### config.mk
export PLATFORM = sky130hd
export DESIGN_NAME = win_cmd_seq
export DESIGN_NICKNAME = d
export VERILOG_FILES = /design/src/rtl/wcs_pkg.sv /design/src/rtl/wcs_field_sel.sv /design/src/rtl/wcs_poll_eval.sv /design/src/rtl/win_cmd_seq.sv
export SDC_FILE = /design/constraint.sdc
export NUM_CORES = 1
export LEC_CHECK = 0
export ABC_AREA = 1
export BUFFER_PORTS_ARGS = -buffer_cell sky130_fd_sc_hd__buf_2
export CAP_MARGIN = 20
export CORE_UTILIZATION = 47
export CTS_CLUSTER_DIAMETER = 200
export DETAILED_ROUTE_END_ITERATION = 10
export GPL_TIMING_DRIVEN = 0
export PLACE_DENSITY_LB_ADDON = 0.05
export SLEW_MARGIN = 20
export SYNTH_ARGS = -nofsm -noshare
export SYNTH_HDL_FRONTEND = slang
export SYNTH_SLANG_ARGS = --single-unit
### constraint.sdc
create_clock -name clk -period 3.5 [get_ports clk]
set_input_delay 0.525 -clock clk [delete_from_list [all_inputs] [get_ports clk]]
set_output_delay 0.525 -clock clk [all_outputs]
set_load 0.01 [all_outputs]
### src/rtl/wcs_pkg.sv
package wcs_pkg;

  // word offsets of the window registers
  localparam logic [7:0] OFS_PBUF   = 8'h08;
  localparam logic [7:0] OFS_CODE   = 8'h40;
  localparam logic [7:0] OFS_DATA   = 8'h42;
  localparam logic [7:0] OFS_ADR_LO = 8'h44;
  localparam logic [7:0] OFS_ADR_HI = 8'h45;
  localparam logic [7:0] OFS_CNT_LO = 8'h48;
  localparam logic [7:0] OFS_CNT_HI = 8'h49;
  localparam logic [7:0] OFS_EXEC   = 8'h60;
  localparam logic [7:0] OFS_STAT   = 8'h66;

  localparam logic [15:0] CODE_BUF_PROG = 16'h00E9;
  localparam logic [15:0] CODE_BUF_OVWR = 16'h00EA;
  localparam logic [15:0] READY_BIT     = 16'h0080;

  localparam int unsigned NUM_FIELDS = 6;

  typedef enum logic [3:0] {
    S_IDLE, S_REGS, S_PTR, S_PTRW, S_BUF, S_EXEC, S_POLL_RD, S_POLL_LO, S_POLL_HI, S_DONE
  } wcs_state_e;

  // byte address of a window register copy
  function automatic logic [31:0] reg_addr(input logic [31:0] base, input logic [7:0] ofs,
                                           input logic wide, input logic upper);
    logic [31:0] step;
    step = wide ? 32'd4 : 32'd2;
    return base + ({24'd0, ofs} * step) + (upper ? 32'd2 : 32'd0);
  endfunction

  function automatic logic status_ready(input logic [31:0] word, input logic wide);
    logic [31:0] mask;
    mask = wide ? {READY_BIT, READY_BIT} : {16'd0, READY_BIT};
    return (word & mask) == mask;
  endfunction

  function automatic logic is_buffered(input logic [15:0] code);
    return (code == CODE_BUF_PROG) || (code == CODE_BUF_OVWR);
  endfunction

endpackage

### src/rtl/wcs_field_sel.sv
module wcs_field_sel
  import wcs_pkg::*;
(
  input  logic [2:0]  idx,
  input  logic        upper,
  input  logic [15:0] code,
  input  logic [31:0] data,
  input  logic [31:0] addr,
  input  logic [31:0] count,
  output logic [7:0]  ofs,
  output logic [15:0] word
);
  always_comb begin
    unique case (idx)
      3'd0:    begin ofs = OFS_CODE;   word = code;                              end
      3'd1:    begin ofs = OFS_DATA;   word = upper ? data[31:16] : data[15:0]; end
      3'd2:    begin ofs = OFS_ADR_LO; word = addr[15:0];                        end
      3'd3:    begin ofs = OFS_ADR_HI; word = addr[31:16];                       end
      3'd4:    begin ofs = OFS_CNT_LO; word = count[15:0];                       end
      default: begin ofs = OFS_CNT_HI; word = count[31:16];                      end
    endcase
  end
endmodule

### src/rtl/wcs_poll_eval.sv
module wcs_poll_eval
  import wcs_pkg::*;
#(
  parameter int unsigned POLL_LIMIT = 16
) (
  input  logic        clk,
  input  logic        rst_n,
  input  logic        clear,
  input  logic        eval,
  input  logic        wide,
  input  logic [31:0] word,
  output logic        ready_ok,
  output logic        expire
);
  localparam int unsigned TW = $clog2(POLL_LIMIT + 1);

  logic [TW-1:0] miss_cnt;

  assign ready_ok = status_ready(word, wide);
  assign expire   = eval && !ready_ok && (miss_cnt == TW'(POLL_LIMIT - 1));

  always_ff @(posedge clk or negedge rst_n) begin
    if (!rst_n)                miss_cnt <= '0;
    else if (clear)            miss_cnt <= '0;
    else if (eval && !ready_ok) miss_cnt <= miss_cnt + 1'b1;
  end
endmodule

### src/rtl/win_cmd_seq.sv
module win_cmd_seq
  import wcs_pkg::*;
#(
  parameter int unsigned AW         = 24,
  parameter logic [31:0] BASE       = 32'h0000_0000,
  parameter int unsigned POLL_LIMIT = 16
) (
  input  logic          clk,
  input  logic          rst_n,
  input  logic          req_valid,
  output logic          req_ready,
  input  logic          req_stacked,
  input  logic [15:0]   req_code,
  input  logic [31:0]   req_data,
  input  logic [31:0]   req_addr,
  input  logic [31:0]   req_count,
  input  logic          buf_valid,
  input  logic [15:0]   buf_data,
  output logic          buf_pop,
  output logic          mem_wr,
  output logic          mem_rd,
  output logic [AW-1:0] mem_addr,
  output logic [15:0]   mem_wdata,
  input  logic [15:0]   mem_rdata,
  output logic          done,
  output logic          err
);
  localparam logic [2:0] LAST_FIELD = 3'(NUM_FIELDS - 1);

  wcs_state_e  state;
  logic        wide_q, half_q, err_q;
  logic [2:0]  idx_q;
  logic [15:0] code_q, ptr_q, stat_lo_q;
  logic [31:0] data_q, addr_q, count_q, bcnt_q;

  // named internal events
  logic        accept, buf_mode, buf_end, buf_move, poll_eval, poll_ok, poll_expire;
  logic [7:0]  fld_ofs;
  logic [15:0] fld_word;
  logic [31:0] stat_word, addr_full;

  assign accept    = (state == S_IDLE) && req_valid;
  assign buf_mode  = is_buffered(code_q);
  assign buf_end   = (bcnt_q == count_q);
  assign buf_move  = (state == S_BUF) && !buf_end && buf_valid;
  assign poll_eval = ((state == S_POLL_LO) && !wide_q) || (state == S_POLL_HI);
  assign stat_word = (state == S_POLL_HI) ? {mem_rdata, stat_lo_q} : {16'd0, mem_rdata};

  wcs_field_sel u_fields (
    .idx(idx_q), .upper(half_q), .code(code_q), .data(data_q),
    .addr(addr_q), .count(count_q), .ofs(fld_ofs), .word(fld_word)
  );

  wcs_poll_eval #(.POLL_LIMIT(POLL_LIMIT)) u_poll (
    .clk(clk), .rst_n(rst_n), .clear(accept), .eval(poll_eval), .wide(wide_q),
    .word(stat_word), .ready_ok(poll_ok), .expire(poll_expire)
  );

  // bus drive
  always_comb begin
    mem_wr    = 1'b0;
    mem_rd    = 1'b0;
    mem_wdata = 16'd0;
    addr_full = BASE;
    unique case (state)
      S_REGS: begin
        mem_wr    = 1'b1;
        mem_wdata = fld_word;
        addr_full = reg_addr(BASE, fld_ofs, wide_q, half_q);
      end
      S_PTR: begin
        mem_rd    = 1'b1;
        addr_full = reg_addr(BASE, OFS_PBUF, wide_q, 1'b0);
      end
      S_BUF: begin
        mem_wr    = buf_move;
        mem_wdata = buf_data;
        addr_full = BASE + {16'd0, ptr_q} + bcnt_q;
      end
      S_EXEC: begin
        mem_wr    = 1'b1;
        mem_wdata = 16'd1;
        addr_full = reg_addr(BASE, OFS_EXEC, wide_q, half_q);
      end
      S_POLL_RD: begin
        mem_rd    = 1'b1;
        addr_full = reg_addr(BASE, OFS_STAT, wide_q, 1'b0);
      end
      S_POLL_LO: begin
        mem_rd    = wide_q;
        addr_full = reg_addr(BASE, OFS_STAT, wide_q, 1'b1);
      end
      default: ;
    endcase
  end

  assign mem_addr  = addr_full[AW-1:0];
  assign buf_pop   = buf_move;
  assign req_ready = (state == S_IDLE);
  assign done      = (state == S_DONE);
  assign err       = done && err_q;

  always_ff @(posedge clk or negedge rst_n) begin
    if (!rst_n) begin
      state     <= S_IDLE;
      wide_q    <= 1'b0;
      half_q    <= 1'b0;
      err_q     <= 1'b0;
      idx_q     <= '0;
      code_q    <= '0;
      data_q    <= '0;
      addr_q    <= '0;
      count_q   <= '0;
      ptr_q     <= '0;
      bcnt_q    <= '0;
      stat_lo_q <= '0;
    end else begin
      unique case (state)
        S_IDLE: if (accept) begin
          code_q  <= req_code;
          data_q  <= req_data;
          addr_q  <= req_addr;
          count_q <= req_count;
          wide_q  <= req_stacked;
          idx_q   <= '0;
          half_q  <= 1'b0;
          err_q   <= 1'b0;
          state   <= S_REGS;
        end
        S_REGS: begin
          if (idx_q == LAST_FIELD) begin
            idx_q <= '0;
            if (half_q == wide_q) begin
              half_q <= 1'b0;
              state  <= buf_mode ? S_PTR : S_EXEC;
            end else begin
              half_q <= 1'b1;
            end
          end else begin
            idx_q <= idx_q + 1'b1;
          end
        end
        S_PTR:  state <= S_PTRW;
        S_PTRW: begin
          ptr_q  <= mem_rdata;
          bcnt_q <= '0;
          state  <= S_BUF;
        end
        S_BUF: begin
          if (buf_end)       state  <= S_EXEC;
          else if (buf_move) bcnt_q <= bcnt_q + 1'b1;
        end
        S_EXEC: begin
          if (half_q == wide_q) begin
            half_q <= 1'b0;
            state  <= S_POLL_RD;
          end else begin
            half_q <= 1'b1;
          end
        end
        S_POLL_RD: state <= S_POLL_LO;
        S_POLL_LO, S_POLL_HI: begin
          if (state == S_POLL_LO) stat_lo_q <= mem_rdata;
          if (poll_eval) begin
            if (poll_ok)          state <= S_DONE;
            else if (poll_expire) begin state <= S_DONE; err_q <= 1'b1; end
            else                  state <= S_POLL_RD;
          end else begin
            state <= S_POLL_HI;
          end
        end
        S_DONE:  state <= S_IDLE;
        default: state <= S_IDLE;
      endcase
    end
  end
endmodule

==> run summary <==
outcome - complete, no violations
CP Data Arrival Time - 2810 ps
fin crit period - 3333 ps
XOR/XNOR Fraction of Synth Area - 0.04228
clock skew - 16.20 ps
Setup-failing EPs final - 0
Startpoint Class - flop
Initial Utilization - 0.4820
post-DP HPWL - 30150 µm
post-synthesis mux area share - 0.01539
Worst setup EP type - output pin
average size of a mapped cell - 6.997 µm²
total negative setup slack - 0 ps
Max Fclk - 300.1 MHz
delay of the slowest critical-path stage - 420 ps
Post-synth EDFFs - 0
RSZ-0062 raised after global routing - false
critical path cell sequence - nand2_1 > inv_1 > ha_4 > inv_2 > nand2_1 > inv_2 > nand2_4 > buf_6 > a21oi_2 > ha_2 > ha_1 > nand3_1 > nor2_2 > a21oi_1 > nand2_1 > nand3_1 > buf_2
Final Hold Fails - 0
adder-cell area share of the yosys netlist - 0.02804
WS Path Type - reg2out
layout cell share with drive strength beyond 1 - 0.1868
Final ANT Viol Nets - 0
crit path max fanout - 10
Async SR Flop Fraction - 1.000
area delta synth->final - 19.41%
Die X - 154.8 µm
number of global-route vias before repair - 10420
First-pass DRT Iterations - 5
Cell variety after synth - 40
Pwr per Cell Area - 762.9 nW/µm²
CTS Buf Count - 17
CTS tree - built
TritonCTS Sinks - 176
GRT Util Overall - 0.3269
Root Buffer - clkbuf_16
Leak - 6.626 nW
Remaining Overflow, GRT - 0
Final Routed Wirelength - 38200 µm
drt via density - 5.157
fraction of the mapped netlist area in simple logic gates - 0.3068
worst-skew pair later-pin latency - 450 ps
Die Area - 23970 µm²
core area - 22780 µm²
Die Height - 154.8 µm
sequential fraction of the synthesis area - 0.4012
dpl cell area - 12410 µm²
Synth Warn # - 0
most common cell in the netlist - nand2_1
Initial DRC Count - 808
fill cell count - 2289
Syn Nets - 1742
Critical Path RT - 2970 ps
largest net degree at the start of global routing - 77
number of max-cap violations - 0
H-tree lvl count - 4
Clock Pin Slew Worst Setup and Hold Paths - 80 ps
Vias - 10920
hold slack - 261.8 ps
most used cell, CP - nand2_1
Routed WL per cell - 18.03 µm
Synth Flop Type - dfrtp_1
Top Ports - 195
routability cong. - 0.9330
first-pass GRT wire length - 58650 µm
antenna violations before repair - 1
Residual DRC - 0
Peak VDD IR - 0.3125 mV
top cell type's share of synthesized area - 0.4012
Synth area leader - dfrtp_1
CTS Buffer Depth - 2
worst slew margin relative to its limit - 0.4975
combinational family with the most area after synthesis - simple AND/OR/NAND/NOR gates
# rows - 55
post-route cell area - 13110 µm²
Cell Area, Synth - 10980 µm²
Slew Limit Fails - 0
Final nets - 1964
hold crit path type - in2reg
FF+latch count, synth - 176
port bufs - 194
critical path's slowest cell - dfrtp_2
Worst-Margin Slew - 753.7 ps
most instantiated cells after synthesis - 539 x nand2_1, 176 x dfrtp_1, 163 x nor2_1
Synth Instances - 1569
final worst path period share - 0.9522
Compound-Gate Fraction of Synth Area - 0.1172
synth top area cells - dfrtp_1 40%, nand2_1 18%, nor2_1 5.6%, inv_1 4.9%, o21ai_0 4.5%
==> flip-flops by register name, summed over array words and instances, names as in the netlist <==
register,count
addr_q,32
bcnt_q,32
code_q,16
count_q,32
data_q,32
err_q,1
half_q,1
idx_q,3
ptr_q,16
stat_lo_q,1
state,4
u_poll.miss_cnt,5
wide_q,1
==> path summary, 6_finish.rpt <==
kind                               from     endpoint  slack, ps  cells after the start
setup / recovery               idx_q[0]  mem_addr[5]        170                     17
hold / removal             req_data[10]   data_q[10]        260                      3
setup reg to reg              bcnt_q[1]   bcnt_q[30]       1310                     10
hold reg to reg              data_q[19]   data_q[19]        480                      2
max in group asynchronous         rst_n     idx_q[0]       2260                      3
min in group asynchronous         rst_n    ptr_q[12]        530                      2
==> cell type report <==
cell class / count / area (µm²) / share of cell area
multi-input combinational: 1168 / 5635 / 0.4299
sequential: 176 / 4407 / 0.3362
timing repair buffer: 204 / 1099 / 0.08380
inverter: 158 / 596.8 / 0.04553
clock buffer: 18 / 429.2 / 0.03274
tap: 313 / 391.6 / 0.02988
buffer: 66 / 382.9 / 0.02921
clock inverter: 14 / 165.2 / 0.01260
antenna: 1 / 2.502 / 0.0001909
==> through the flow <==
| step | worst slack (ps) | std cells | power [mW] | utilization |
|---|---|---|---|---|
| after floorplan | 704.0 | 1569 | 6.229 | - |
| after global placement | -1041 | 2076 | 7.869 | 0.5418 |
| after CTS | 11.34 | 2117 | 9.976 | 0.5742 |
| after global routing | 16.16 | 2118 | 10.70 | 0.5755 |
| final | 167.4 | 2118 | 10.00 | 0.5755 |
| after detailed placement | 34.10 | 2078 | 7.950 | 0.5446 |
==> cells by family after synthesis <==
family	count (synthesis)
AOI/OAI and AO/OA	243
xor gates and xnor gates	53
adders and majority gates	24
buffers and inverters	225
DFF	176
muxes	15
other	1
and+or+nand+nor	832
==> cells in the final DEF (no fill, tap or decap), types with 3 or more instances in the layout <==
| master | count |
|---|---|
| nand2_1 | 538 |
| buf_2 | 217 |
| dfrtp_1 | 174 |
| nor2_1 | 161 |
| inv_1 | 141 |
| o21ai_0 | 97 |
| nand3_1 | 74 |
| o21ai_1 | 69 |
| a21oi_1 | 38 |
| xnor2_1 | 30 |
| buf_4 | 25 |
| xor2_1 | 23 |
| o22ai_1 | 22 |
| ha_1 | 21 |
| clkbuf_1 | 19 |
| nand4_1 | 18 |
| nor3_1 | 17 |
| clkbuf_16 | 17 |
| inv_2 | 16 |
| mux2_2 | 15 |
| buf_6 | 5 |
| nand3_2 | 5 |
| nor2_2 | 5 |
| inv_8 | 5 |
| a21o_1 | 4 |
| clkinv_4 | 4 |
| clkinv_8 | 4 |
| a21boi_0 | 3 |
| nor3_2 | 3 |
==> layer usage <==
metal	wire length, µm	global-route usage
met5	0	0
met2	18850	0.5697
met3	1663	0.03951
met1	16250	0.4124
met4	1438	0.1297
==> repair_timing <==
| action | in CTS | in global routing |
|---|---|---|
| hold endpoints to repair | 29 | 0 |
| setup endpoints to repair | 6 | 6 |
| resized for setup | 9 | 8 |
| buffers inserted | 6 | 1 |
| pin swaps | 1 | 1 |
| hold buffers | 1 | 0 |
==> critical path: cells and delay by family (launching register included) <==
family | cells | cell delay (ps)
buffers and inverters | 5 | 550
and+or+nand+nor | 7 | 610
adders and majority gates | 3 | 560
DFF | 1 | 420
AOI/OAI and AO/OA | 2 | 220
==> report_power, final <==
part	switching, mW	internal [mW]	leakage [nW]	total [mW]
Combinational	3.10	1.63	4.11	4.73
Clock	0.987	0.965	0.290	1.95
Sequential	0.504	2.81	2.22	3.32
(Power assumes the default switching activity.)
